File: config.mk
export PLATFORM = sky130hd
export DESIGN_NAME = phantom_access
export DESIGN_NICKNAME = d
export VERILOG_FILES = /design/src/rtl/phantom_pkg.sv /design/src/rtl/phantom_bus_front.sv /design/src/rtl/phantom_key_match.sv /design/src/rtl/phantom_xfer.sv /design/src/rtl/phantom_access.sv
export SDC_FILE = /design/constraint.sdc
export NUM_CORES = 1
export LEC_CHECK = 0
export ABC_CLOCK_PERIOD_IN_PS = 1900
export BUFFER_PORTS_ARGS = -buffer_cell sky130_fd_sc_hd__buf_4
export CAP_MARGIN = 0
export CORE_ASPECT_RATIO = 0.9
export CORE_MARGIN = 2
export CORE_UTILIZATION = 35
export DETAILED_ROUTE_END_ITERATION = 6
export PLACE_DENSITY = 0.57
export SYNTH_ARGS = -nofsm -noshare
export SYNTH_HDL_FRONTEND = slang
export SYNTH_SLANG_ARGS = --single-unit
export TNS_END_PERCENT = 50
File: constraint.sdc
create_clock -name clk -period 1.9 [get_ports clk]
set_input_delay 0.285 -clock clk [delete_from_list [all_inputs] [get_ports clk]]
set_output_delay 0.285 -clock clk [all_outputs]
set_load 0.05 [all_outputs]
File: src/rtl/phantom_pkg.sv
package phantom_pkg;
  localparam int KEY_LEN = 64;
  // byte 0 in the low bits, each byte sent bit 0 first
  localparam logic [KEY_LEN-1:0] UNLOCK_KEY = 64'h5CA3_3AC5_5CA3_3AC5;
  // positions of the synchronised bus pins
  localparam int PIN_CE  = 0;
  localparam int PIN_OE  = 1;
  localparam int PIN_WE  = 2;
  localparam int PIN_DQ  = 3;
  localparam int PIN_XR  = 4;
  localparam int PIN_CNT = 5;
  localparam logic [PIN_CNT-1:0] PIN_IDLE = 5'b10111;
endpackage

File: src/rtl/phantom_bus_front.sv
module phantom_bus_front
  import phantom_pkg::*;
#(
  parameter int SYNC_STAGES = 2
) (
  input  logic clk,
  input  logic rst,
  input  logic ce_n,
  input  logic oe_n,
  input  logic we_n,
  input  logic dq_in,
  input  logic xrst_n,
  output logic rd_ev,
  output logic wr_ev,
  output logic bit_q,
  output logic rd_active,
  output logic xrst_low
);
  logic [PIN_CNT-1:0] raw;
  logic [PIN_CNT-1:0] stage [SYNC_STAGES];
  logic [PIN_CNT-1:0] pins;
  logic act, act_q, cyc_wr;

  always_comb begin
    raw = '0;
    raw[PIN_CE] = ce_n;
    raw[PIN_OE] = oe_n;
    raw[PIN_WE] = we_n;
    raw[PIN_DQ] = dq_in;
    raw[PIN_XR] = xrst_n;
  end

  always_ff @(posedge clk) begin
    if (rst) stage[0] <= PIN_IDLE;
    else     stage[0] <= raw;
  end

  generate
    for (genvar s = 1; s < SYNC_STAGES; s++) begin : g_sync
      always_ff @(posedge clk) begin
        if (rst) stage[s] <= PIN_IDLE;
        else     stage[s] <= stage[s-1];
      end
    end
  endgenerate

  assign pins = stage[SYNC_STAGES-1];
  assign act  = !pins[PIN_CE] && (!pins[PIN_OE] || !pins[PIN_WE]);

  always_ff @(posedge clk) begin
    if (rst) begin
      act_q  <= 1'b0;
      cyc_wr <= 1'b0;
      bit_q  <= 1'b0;
    end else begin
      act_q  <= act;
      cyc_wr <= act && (cyc_wr || !pins[PIN_WE]);
      if (act) bit_q <= pins[PIN_DQ];
    end
  end

  assign rd_ev     = act_q && !act && !cyc_wr;
  assign wr_ev     = act_q && !act && cyc_wr;
  assign rd_active = act && pins[PIN_WE] && !pins[PIN_OE];
  assign xrst_low  = !pins[PIN_XR];

  // a completed cycle produces a single event
  a_r11_rd_once: assert property (@(posedge clk) disable iff (rst) rd_ev |=> !rd_ev);
  a_r11_wr_once: assert property (@(posedge clk) disable iff (rst) wr_ev |=> !wr_ev);
endmodule

File: src/rtl/phantom_key_match.sv
module phantom_key_match #(
  parameter int KEY_BITS = 64,
  parameter logic [KEY_BITS-1:0] KEY = '0
) (
  input  logic clk,
  input  logic rst,
  input  logic enable,
  input  logic rd_ev,
  input  logic wr_ev,
  input  logic bit_in,
  output logic unlock
);
  localparam int PW = $clog2(KEY_BITS);
  localparam logic [PW-1:0] LAST = PW'(KEY_BITS - 1);

  logic [PW-1:0] ptr;
  logic fail, hit;

  assign hit    = enable && wr_ev && !fail && (bit_in == KEY[ptr]);
  assign unlock = hit && (ptr == LAST);

  always_ff @(posedge clk) begin
    if (rst) begin
      ptr  <= '0;
      fail <= 1'b0;
    end else if (enable) begin
      if (rd_ev) begin
        ptr  <= '0;
        fail <= 1'b0;
      end else if (wr_ev && !fail) begin
        if (hit) ptr <= (ptr == LAST) ? '0 : ptr + 1'b1;
        else     fail <= 1'b1;
      end
    end
  end

  // the pointer only steps forward by one or returns to zero
  a_r3_ptr_step: assert property (@(posedge clk) disable iff (rst)
    (ptr != $past(ptr)) |-> (ptr == $past(ptr) + 1'b1 || ptr == '0));
  // a mismatch persists until a read
  a_r4_fail_hold: assert property (@(posedge clk) disable iff (rst)
    (fail && !rd_ev) |=> fail);
endmodule

File: src/rtl/phantom_xfer.sv
module phantom_xfer #(
  parameter int REG_BITS   = 64,
  parameter int RST_EN_BIT = 36
) (
  input  logic                clk,
  input  logic                rst,
  input  logic                start,
  input  logic                rd_ev,
  input  logic                wr_ev,
  input  logic                bit_in,
  input  logic                xrst_low,
  input  logic [REG_BITS-1:0] tk_rd_data,
  output logic                busy,
  output logic                cur_bit,
  output logic [REG_BITS-1:0] tk_wr_data,
  output logic                tk_load
);
  localparam int CW = $clog2(REG_BITS);
  localparam logic [CW-1:0] LAST = CW'(REG_BITS - 1);

  logic [REG_BITS-1:0] shadow;
  logic [CW-1:0]       cnt;
  logic                dirty, abort;

  assign abort = busy && xrst_low && !tk_rd_data[RST_EN_BIT];

  always_ff @(posedge clk) begin
    if (rst) begin
      busy    <= 1'b0;
      cnt     <= '0;
      dirty   <= 1'b0;
      shadow  <= '0;
      tk_load <= 1'b0;
    end else begin
      tk_load <= 1'b0;
      if (start) begin
        busy   <= 1'b1;
        cnt    <= '0;
        dirty  <= 1'b0;
        shadow <= tk_rd_data;
      end else if (abort) begin
        busy  <= 1'b0;
        cnt   <= '0;
        dirty <= 1'b0;
      end else if (busy && (rd_ev || wr_ev)) begin
        if (wr_ev) shadow[cnt] <= bit_in;
        if (cnt == LAST) begin
          busy    <= 1'b0;
          cnt     <= '0;
          dirty   <= 1'b0;
          tk_load <= dirty || wr_ev;
        end else begin
          cnt   <= cnt + 1'b1;
          dirty <= dirty || wr_ev;
        end
      end
    end
  end

  assign cur_bit    = shadow[cnt];
  assign tk_wr_data = shadow;

  // load strobe lasts one clock
  a_r7_load_single: assert property (@(posedge clk) disable iff (rst) tk_load |=> !tk_load);
  // a finished or aborted transfer leaves the counter at zero
  a_r9_cnt_clear: assert property (@(posedge clk) disable iff (rst) $fell(busy) |-> cnt == '0);
  // no load without a preceding transfer
  a_r8_load_after_busy: assert property (@(posedge clk) disable iff (rst) tk_load |-> $past(busy));
endmodule

File: src/rtl/phantom_access.sv
module phantom_access
  import phantom_pkg::*;
#(
  parameter int REG_COUNT   = 8,
  parameter int REG_WIDTH   = 8,
  parameter int SYNC_STAGES = 2,
  parameter int RST_EN_BIT  = 36,
  parameter int KEY_BITS    = KEY_LEN,
  parameter logic [KEY_BITS-1:0] KEY = UNLOCK_KEY
) (
  input  logic                           clk,
  input  logic                           rst,
  input  logic                           bus_ce_n,
  input  logic                           bus_oe_n,
  input  logic                           bus_we_n,
  input  logic                           bus_dq0_in,
  input  logic                           ext_rst_n,
  input  logic [REG_COUNT*REG_WIDTH-1:0] tk_rd_data,
  output logic                           dq0_out,
  output logic                           dq0_oe,
  output logic                           mem_en,
  output logic [REG_COUNT*REG_WIDTH-1:0] tk_wr_data,
  output logic                           tk_load
);
  localparam int REG_BITS = REG_COUNT * REG_WIDTH;

  logic rd_ev, wr_ev, bit_q, rd_active, xrst_low;
  logic unlock, busy, cur_bit;

  phantom_bus_front #(.SYNC_STAGES(SYNC_STAGES)) u_front (
    .clk(clk), .rst(rst),
    .ce_n(bus_ce_n), .oe_n(bus_oe_n), .we_n(bus_we_n),
    .dq_in(bus_dq0_in), .xrst_n(ext_rst_n),
    .rd_ev(rd_ev), .wr_ev(wr_ev), .bit_q(bit_q),
    .rd_active(rd_active), .xrst_low(xrst_low)
  );

  phantom_key_match #(.KEY_BITS(KEY_BITS), .KEY(KEY)) u_match (
    .clk(clk), .rst(rst), .enable(!busy),
    .rd_ev(rd_ev), .wr_ev(wr_ev), .bit_in(bit_q),
    .unlock(unlock)
  );

  phantom_xfer #(.REG_BITS(REG_BITS), .RST_EN_BIT(RST_EN_BIT)) u_xfer (
    .clk(clk), .rst(rst), .start(unlock),
    .rd_ev(rd_ev), .wr_ev(wr_ev), .bit_in(bit_q),
    .xrst_low(xrst_low), .tk_rd_data(tk_rd_data),
    .busy(busy), .cur_bit(cur_bit),
    .tk_wr_data(tk_wr_data), .tk_load(tk_load)
  );

  always_ff @(posedge clk) begin
    if (rst) begin
      dq0_out <= 1'b0;
      dq0_oe  <= 1'b0;
    end else begin
      dq0_out <= cur_bit;
      dq0_oe  <= busy && rd_active;
    end
  end

  assign mem_en = !busy;

  // the data line is driven only while memory was blocked
  a_r6_oe_blocked: assert property (@(posedge clk) disable iff (rst) dq0_oe |-> $past(!mem_en));
  // memory is released again only after a cycle event or an abort request
  a_r2_release_cause: assert property (@(posedge clk) disable iff (rst)
    $rose(mem_en) |-> $past(rd_ev || wr_ev || xrst_low));
endmodule

==> results.py, run 1 <==
metrics = {
    "run_status": {
        "status": "finished with violations",
        "violations": "setup timing",
    },
    "sta": {
        "setup_viol": 1,
        "relSlewSlack": 0.683,
        "hold_violations": 0,
        "timing.final.crit_share": 1.03,
        "fin_skew_ns": 0.0105,
        "worst_pin_slew_ns": 0.476,
        "fin_setup_tns_ns": -0.0551,
        "finalMaxSlewViolations": 0,
        "fin_crit_ns": 1.96,
        "rsz0062_at_grt": "true",
        "setup_ws_ns": -0.0551,
        "max_freq_ghz": 0.511,
    },
    "synth": {
        "synth-seq-cells": 96,
        "syn_inst": 643,
        "synth_enable_flop_cells": 0,
        "ys_types": 57,
        "synthFlopType": "dfxtp_1",
        "synthesis.area_sq_um": 5180,
        "syn_avg_cell_area_sq_um": 8.05,
        "synth_nets": 716,
        "yosys_warnings": 0,
        "ys_seq_area_frac": 0.371,
        "async_reset_ff_frac": 0,
    },
    "routing": {
        "postRouteAntennaNets": 0,
        "drt_iter0_drc": 335,
        "drc": 0,
        "first_pass_iters": 5,
        "routed-via-count": 5633,
        "drt_wl_total_um": 19300,
        "vias_per_cell": 5.35,
        "drt-wirelength-per-cell_um": 18.3,
    },
    "floorplan": {
        "fp.dieH_um": 119,
        "die-area_sq_um": 15800,
        "chipWidth_um": 132,
        "rows": 42,
        "boundaryPins": 139,
        "initial_core_util": 0.354,
        "core_area_sq_um": 14600,
    },
    "worst_setup_path": {
        "worstPathMaxFanout": 4,
        "path_cells": "nand2b_4 > or3_4 > or4_4 > a21oi_4 > buf_6 > nand2_1 > o2111ai_2 > o211a_1",
        "start_kind": "register",
        "required_ns": 2.20,
        "critPathBufInv": 1,
        "critPathTopFamily": "simple AND/OR/NAND/NOR gates",
        "cp-end-kind": "register",
        "arrival_ns": 2.25,
        "timing_worst_setup_path_type": "reg2reg",
        "slowest_delay_ns": 0.44,
        "critical_path.slowest_cell": "or4_4",
    },
    "grt": {
        "grt_usage": 0.230,
        "grt_pass1_wl_um": 28700,
        "grt_pass1_vias": 5351,
        "grt_overflow_total": 0,
        "antenna_found_initial": 0,
        "grt_max_degree": 49,
    },
    "pwr": {
        "p_leak_nw": 3.08,
        "cellPowerDensity_nw_per_um2": 494,
        "fin_total_pwr_w": 0.00394,
        "ir_drop_mv": 0.397,
    },
    "layout": {
        "final_common_cell": "buf_4",
        "fin_nets": 923,
        "nFillCells": 1377,
        "mostFrequentLayoutCells": "buf_4 (218), nor2_1 (119), dfxtp_1 (84)",
        "synthToLayoutAreaGrowth_pct": 53.9,
        "antennaDiodeCount": 0,
        "drive_gt1_frac": 0.425,
    },
    "clocking": {
        "cts-root-buf": "clkbuf_16",
        "cts_tree": "yes",
        "ctsLongestPathBuffers": 2,
        "h-tree-depth": 3,
        "clock_latency_ns": 0.36,
        "clock-sinks": 96,
        "cts.clk_slew.worst_paths_ns": 0.07,
        "cts_buffers": 9,
    },
    "placed_design": {
        "hpwl_um": 13800,
        "gp_congestion": 0.903,
        "io_buffers": 138,
        "post-place-ws_ns": -0.123,
    },
    "run": {
        "drv_cap": 0,
    },
    "worst_hold_path": {
        "hold_class": "in2reg",
    },
}
[routing by layer]
metal  up-vias  routed length (um)  global-route usage
met5         -                   0                   0
met4         0                 274              0.0517
met3        24                1190              0.0515
met2       210                8830               0.365
met1      2679                9020               0.321
li1       2720                   -                   -
[final cells by class]
cell class,instances,area (sq um),area share
inverters,4,18.8,0.00236
multi-input cells,492,3360,0.422
well taps,198,248,0.0311
repair buffers,247,2120,0.266
clock inverters,7,48.8,0.00612
flip-flops and latches,96,1940,0.244
clock buffers,9,225,0.0283
[cell usage after synthesis (all sizes together), types with 3 or more instances]
library cell	n	area share
nor3	30	0.032
nor4	8	0.011
dfxtp	96	0.37
o21a	3	0.0044
a21oi	46	0.047
nand4	4	0.0048
nor2b	7	0.0085
mux2i	50	0.097
mux2	10	0.022
o21ai	20	0.019
nand3	15	0.015
and3	3	0.0036
nand2	38	0.028
clkbuf	37	0.029
a211oi	57	0.083
nand3b	3	0.0044
xor2	3	0.0051
or3	4	0.0058
nand2b	4	0.0048
nor2	126	0.091
nor3b	5	0.0073
or2	12	0.015
a22oi	10	0.015
buf	14	0.012
inv	4	0.0029
xnor2	4	0.0068
mux4	3	0.013
[power breakdown]
group / switching, W / internal, W / total, W / leakage [nW]
clock network: 0.000846 / 0.000885 / 0.00173 / 0.123
logic: 0.0000709 / 0.000113 / 0.000184 / 2.18
registers: 0.00000579 / 0.00202 / 0.00202 / 0.779
[flip-flops by register name, summed over array words and instances (netlist names), 6 cells and up, named ones only]
register / flops
u_front.stage: 10
u_match.ptr: 6
u_xfer.cnt: 6
u_xfer.tk_wr_data: 64
[metrics by stage]
stage	hold slack (ns)	instance area (sq um)	utilization	std cells
floorplan	0.389	5190	-	643
global placement	0.397	7090	0.486	1021
detailed placement	0.394	7090	0.486	1021
CTS	0.0971	7430	0.508	1038
global route	0.0980	7970	0.545	1053
finish	0.107	7970	0.545	1053
[path summary, 6_finish.rpt]
kind / startpoint / to / slack (ns) / cells past startpoint
max: u_xfer.busy / register / -0.06 / 8
min: bus_oe_n / u_front.stage[0][1] / 0.11 / 2
max reg2reg: u_xfer.busy / register / -0.06 / 8
min reg2reg: u_front.stage[0][4] / u_front.stage[1][4] / 0.41 / 1
[cell families after synthesis]
group,synth area share
AND/OR/NAND/NOR,0.248
AO/OA/AOI/OAI,0.189
flip-flops,0.371
multiplexers,0.131
buffers and inverters,0.0435
XOR/XNOR,0.0118
adder cells (fa/ha/maj),0.00483
[what timing repair did]
action	CTS	global route
resized for setup	14	85
hold buffers	0	0
endpoints found under the setup margin	52	66
gates cloned	0	6
pin swaps	1	28
buffers inserted	1	9
Power figures use the tool's default switching activity.
==> inputs of run 2 (changes only) <==
--- a/config.mk
+++ b/config.mk
@@ -5,7 +5,6 @@
 export SDC_FILE = /design/constraint.sdc
 export NUM_CORES = 1
 export LEC_CHECK = 0
-export ABC_CLOCK_PERIOD_IN_PS = 1900
 export BUFFER_PORTS_ARGS = -buffer_cell sky130_fd_sc_hd__buf_4
 export CAP_MARGIN = 0
 export CORE_ASPECT_RATIO = 0.9
@@ -13,6 +12,7 @@
 export CORE_UTILIZATION = 35
 export DETAILED_ROUTE_END_ITERATION = 6
 export PLACE_DENSITY = 0.57
+export SKIP_LAST_GASP = 1
 export SYNTH_ARGS = -nofsm -noshare
 export SYNTH_HDL_FRONTEND = slang
 export SYNTH_SLANG_ARGS = --single-unit
==> run 2 against run 1 <==
The flow still finishes with violations (setup timing); core utilization decreased by 0.95 points; clock power about the same; sequential power about the same; fmax decreased by 0.89%; final area decreased by 1.7%; non-clock buffer count decreased by 3; clock skew decreased by 0.00078 ns; flip-flop and latch count unchanged; highest routed layer unchanged.
==> results.py, run 2 (same netlist as run 1, synthesis figures left out) <==
metrics = {
    "run_status": {
        "status": "finished with violations",
        "violations": "setup timing",
    },
    "sta": {
        "fin_crit_ns": 1.97,
        "setup_ws_ns": -0.0727,
        "finalMaxSlewViolations": 0,
        "timing.final.crit_share": 1.04,
        "relSlewSlack": 0.681,
        "hold_violations": 0,
        "worst_pin_slew_ns": 0.479,
        "fin_skew_ns": 0.00969,
        "setup_viol": 1,
        "max_freq_ghz": 0.507,
        "rsz0062_at_grt": "true",
        "fin_setup_tns_ns": -0.0727,
    },
    "floorplan": {
        "chipWidth_um": 132,
        "boundaryPins": 139,
        "die-area_sq_um": 15800,
        "initial_core_util": 0.354,
        "fp.dieH_um": 119,
        "core_area_sq_um": 14600,
        "rows": 42,
    },
    "run": {
        "drv_cap": 0,
    },
    "layout": {
        "antennaDiodeCount": 0,
        "largest_register_ffs": 64,
        "multiInputGateArea_sq_um": 3270,
        "synthToLayoutAreaGrowth_pct": 51.2,
        "regArea_sq_um": 1940,
        "final_core_util": 0.536,
        "drive_gt1_frac": 0.401,
        "final_cells": 1050,
        "final_common_cell": "buf_4",
        "mostFrequentLayoutCells": "buf_4 (220), nor2_1 (121), dfxtp_1 (87)",
        "fin_nets": 920,
        "nFillCells": 1380,
    },
    "routing": {
        "vias_per_cell": 5.34,
        "drc": 0,
        "drt_iter0_drc": 303,
        "routed-via-count": 5608,
        "drt-wirelength-per-cell_um": 18.2,
        "first_pass_iters": 5,
        "postRouteAntennaNets": 0,
        "drt_wl_total_um": 19100,
    },
    "placed_design": {
        "dp.cells": 1021,
        "io_buffers": 138,
        "post-place-ws_ns": -0.123,
        "gp_congestion": 0.903,
        "hpwl_um": 13800,
    },
    "worst_hold_path": {
        "hold_class": "in2reg",
    },
    "worst_setup_path": {
        "arrival_ns": 2.27,
        "start_kind": "register",
        "critical_path.slowest_cell": "or4_4",
        "path_cells": "nand2b_1 > or3_4 > or4_4 > a21oi_4 > buf_4 > nand2_1 > o2111ai_1 > o211a_1",
        "required_ns": 2.20,
        "cp-end-kind": "register",
        "worstPathMaxFanout": 4,
        "slowest_delay_ns": 0.44,
        "timing_worst_setup_path_type": "reg2reg",
    },
    "clocking": {
        "cts_buffers": 9,
        "cts.clk_slew.worst_paths_ns": 0.07,
        "cts-root-buf": "clkbuf_16",
        "ctsLongestPathBuffers": 2,
        "h-tree-depth": 3,
        "hold_buffers": 0,
        "clock-sinks": 96,
        "clock_latency_ns": 0.36,
        "cts_tree": "yes",
    },
    "grt": {
        "grt_pass1_vias": 5347,
        "grt_pass1_wl_um": 28600,
        "antenna_found_initial": 0,
        "grt_max_degree": 49,
        "grt_overflow_total": 0,
        "grt_usage": 0.230,
    },
    "pwr": {
        "p_leak_nw": 3.04,
        "ir_drop_mv": 0.393,
        "cellPowerDensity_nw_per_um2": 503,
    },
}
## run 2: final cells by class
type	instances	share of cell area
timing repair buffer	244	0.266
sequential	96	0.247
tap	198	0.0316
clock inverter	7	0.00623
inverter	4	0.00240
clock buffer	9	0.0288
multi-input combinational	492	0.418
## run 2: final timing paths
path              cells after the start                 from  slack, ns             endpoint
setup / recovery                      8          u_xfer.busy      -0.07             register
hold / removal                        2             bus_we_n       0.11  u_front.stage[0][2]
setup reg to reg                      8          u_xfer.busy      -0.07             register
hold reg to reg                       1  u_front.stage[0][4]       0.41  u_front.stage[1][4]
## run 2: metrics by stage
step                hold WS, ns  area [sq um]  power, W
floorplan                 0.389          5190   0.00212
global placement          0.397          7090   0.00225
detailed placement        0.394          7090   0.00225
CTS                      0.0971          7410   0.00396
global route             0.0982          7830   0.00406
finish                    0.108          7830   0.00394
## run 2: worst max-delay path: cells and delay by family (launching register included)
kind / cells / cell delay (ns)
simple gates: 4 / 1.02
buf+inv: 1 / 0.14
compound gates: 3 / 0.41
flops: 1 / 0.33
## run 2: timing repair
item / in CTS / in global routing
endpoints found under the hold margin: 0 / 0
cloned: 0 / 5
buffers inserted: 1 / 7
setup endpoints to repair: 52 / 65
gates resized for setup: 10 / 62
pin swaps: 1 / 17
## run 2: per-layer routing
layer  track usage  up-vias  part of all wire
met2         0.362      222              0.46
met1         0.322     2656              0.46
met4        0.0497        0             0.010
met3        0.0515       15             0.069
li1              -     2715                 -
met5             0        -                 0
## run 2: where the power goes
part | internal, W | switching, W
sequential | 0.00202 | 0.00000484
combinational | 0.000112 | 0.0000715
clock | 0.000885 | 0.000844
total | 0.00302 | 0.000920
==> inputs of run 3 (changes only) <==
--- a/config.mk
+++ b/config.mk
@@ -15,5 +15,6 @@
 export SKIP_LAST_GASP = 1
 export SYNTH_ARGS = -nofsm -noshare
 export SYNTH_HDL_FRONTEND = slang
+export SYNTH_HIERARCHICAL = 1
 export SYNTH_SLANG_ARGS = --single-unit
 export TNS_END_PERCENT = 50
==> run 3 against run 2 <==
The flow still finishes with violations (setup timing); fmax decreased by 9.4%; highest routed layer unchanged; clock-buffer cell count increased by 1; area after synthesis increased by 5.7%; core utilization increased by 1.4 points; clock power increased by 3%; final area increased by 7.8%.
==> results.py, run 3 <==
metrics = {
    "worst_setup_path": {
        "reg2reg_depth": 8,
        "worstPathMaxFanout": 5,
        "reg2reg_slack_ns": -0.28,
        "r2r-start": "u_front/stage[1][2]",
        "cp-end-kind": "register",
        "required_ns": 2.14,
        "start_kind": "register",
        "arrival_ns": 2.41,
        "timing_worst_setup_path_type": "reg2reg",
    },
    "sta": {
        "timing.final.crit_share": 1.15,
        "hold_violations": 0,
        "setup_ws_ns": -0.276,
        "worst_pin_slew_ns": 0.765,
        "fin_skew_ns": 0.00694,
        "fin_setup_tns_ns": -15.47,
        "relSlewSlack": 0.490,
        "rsz0062_at_grt": "true",
        "finalMaxSlewViolations": 0,
        "fin_crit_ns": 2.18,
        "setup_viol": 75,
        "max_freq_ghz": 0.459,
    },
    "synth": {
        "syn_avg_cell_area_sq_um": 8.14,
        "synth-seq-cells": 96,
        "synth_nets": 745,
        "yosysTopAreaCellShare": 0.351,
        "syn_inst": 672,
        "ys_types": 71,
        "synth.area.top_cells": "dfxtp_1 (35%), a311oi_1 (8.2%), nor2_1 (7.8%), nand2_1 (7.1%), a311oi_2 (3.6%)",
        "synth_enable_flop_cells": 0,
        "synthFlopType": "dfxtp_1",
        "synth_commonest_cells": "nor2_1 (114), nand2_1 (103), dfxtp_1 (96), a311oi_1 (51), nand3_1 (38)",
        "yosys.area.top_type": "dfxtp_1",
        "yosys_warnings": 6,
        "async_reset_ff_frac": 0,
        "synthesis.area_sq_um": 5470,
        "yosysMostFrequentCell": "nor2_1",
        "ys_seq_area_frac": 0.351,
    },
    "grt": {
        "grt_max_degree": 66,
        "grt_pass1_vias": 5616,
        "grt_usage": 0.229,
        "grt_overflow_total": 0,
        "grt_pass1_wl_um": 29700,
        "antenna_found_initial": 0,
    },
    "pwr": {
        "cellPowerDensity_nw_per_um2": 477,
        "p_leak_nw": 3.12,
        "ir_drop_mv": 0.414,
        "fin_total_pwr_w": 0.00403,
    },
    "clocking": {
        "h-tree-depth": 3,
        "cts_tree": "yes",
        "clock-sinks": 96,
        "ctsLongestPathBuffers": 2,
        "hold_buffers": 0,
        "cts_buffers": 9,
        "cts-root-buf": "clkbuf_16",
        "cts.clk_slew.worst_paths_ns": 0.07,
        "clock_latency_ns": 0.35,
    },
    "placed_design": {
        "gp_congestion": 0.840,
        "hpwl_um": 13100,
        "post-place-ws_ns": -0.411,
        "io_buffers": 138,
    },
    "routing": {
        "vias_per_cell": 5.54,
        "first_pass_iters": 5,
        "drt-wirelength-per-cell_um": 18.6,
        "dr_wl_met3_um": 1370,
        "drt_wl_total_um": 20200,
        "top_layer": "met4",
        "drt-met1-wl_um": 8670,
        "routed-via-count": 6002,
        "wl_met2_um": 9730,
        "postRouteAntennaNets": 0,
        "drc": 0,
        "drt_iter0_drc": 505,
    },
    "layout": {
        "multiInputGateArea_sq_um": 3600,
        "synthToLayoutAreaGrowth_pct": 54.3,
        "drive_gt1_frac": 0.432,
        "regArea_sq_um": 1940,
        "mostFrequentLayoutCells": "buf_4 (215), nand2_1 (103), dfxtp_1 (88)",
        "antennaDiodeCount": 0,
        "final_common_cell": "buf_4",
        "nFillCells": 1429,
        "largest_register_ffs": 64,
        "fin_nets": 951,
    },
    "floorplan": {
        "core_area_sq_um": 15300,
        "rows": 43,
        "boundaryPins": 139,
        "fp.dieH_um": 123,
        "initial_core_util": 0.357,
        "die-area_sq_um": 16600,
        "chipWidth_um": 136,
    },
    "worst_hold_path": {
        "hold_path_depth": 2,
        "hold_class": "in2reg",
        "min_from": "bus_we_n",
        "min_to": "u_front/stage[0][2]",
    },
    "run": {
        "drv_cap": 0,
    },
    "run_status": {
        "status": "finished with violations",
        "violations": "setup timing",
    },
}
run 3: changes by cell type after synthesis, sizes merged, moves of 27 or more:
cell | before | now
nand2 | 38 | 104
a21oi | 46 | 10
mux2i | 50 | 11
nand3 | 15 | 42
nor3 | 30 | 3
a311oi | 0 | 64
a211oi | 57 | 3
run 3: what timing repair did:
action,4_1_cts,5_1_grt
cloned,9,6
pin swaps,8,30
setup buffers,7,15
resized for setup,39,74
endpoints found under the setup margin,71,77
run 3: worst max path at each step:
stage          endpoint                start  slack, ns  cells after the start
4_1_cts        register  u_front/stage[1][2]      -0.27                      8
3_5_place_dp    dq0_out        u_xfer/cnt[0]      -0.41                      8
3_3_place_gp    dq0_out        u_xfer/cnt[0]      -0.43                      8
6_report       register  u_front/stage[1][2]      -0.28                      8
5_1_grt        register  u_front/stage[1][2]      -0.37                      8
2_1_floorplan  register  u_front/stage[1][2]      -0.30                      8
run 3: layout make-up:
class | count | share of cell area
Timing Repair Buffer | 253 | 0.276
Inverter | 6 | 0.00460
Timing Repair inverter | 1 | 0.00104
Clock buffer | 10 | 0.0271
Tap cell | 202 | 0.0300
Sequential cell | 96 | 0.230
Clock inverter | 4 | 0.00563
Multi-Input combinational cell | 511 | 0.426
run 3: logic make-up (layout without fill, tap and decap cells):
| family | after synthesis | in the layout | share of synthesized area |
|---|---|---|---|
| xor gates and xnor gates | 6 | 6 | 0.00961 |
| adders and majority gates | 2 | 2 | 0.00457 |
| and+or+nand+nor | 342 | 342 | 0.316 |
| AOI/OAI and AO/OA | 141 | 141 | 0.208 |
| DFF | 96 | 96 | 0.351 |
| buffers and inverters | 65 | 274 | 0.0583 |
| muxes | 20 | 20 | 0.0524 |
run 3: stage by stage:
stage	hold WS (ns)	instance area (sq um)	std cells	util
after CTS	0.106	7900	1064	0.515
after global placement	0.391	7190	1034	0.469
final	0.113	8440	1083	0.550
after detailed placement	0.392	7190	1034	0.469
after global routing	0.107	8440	1083	0.550
after floorplan	0.357	5570	672	-
run 3: metal layers:
layer,up-vias,global-route usage
li1,2839,-
met2,267,0.375
met5,-,0
met1,2860,0.303
met3,36,0.0458
met4,0,0.0762
run 3: worst max-delay path: stages (launching register included):
cell      delay, ns
dfxtp_2        0.35
a21oi_4        0.06
and3b_2        0.26
nand3b_4       0.10
or4_4          0.44
a21boi_4       0.16
mux2_4         0.34
nor4b_4        0.28
nor4b_2        0.07
run 3: power by group:
| group | internal, W | switching [W] |
|---|---|---|
| combinational | 0.000118 | 0.0000931 |
| sequential | 0.00202 | 0.00000411 |
| clock | 0.00100 | 0.000792 |
| total | 0.00314 | 0.000889 |
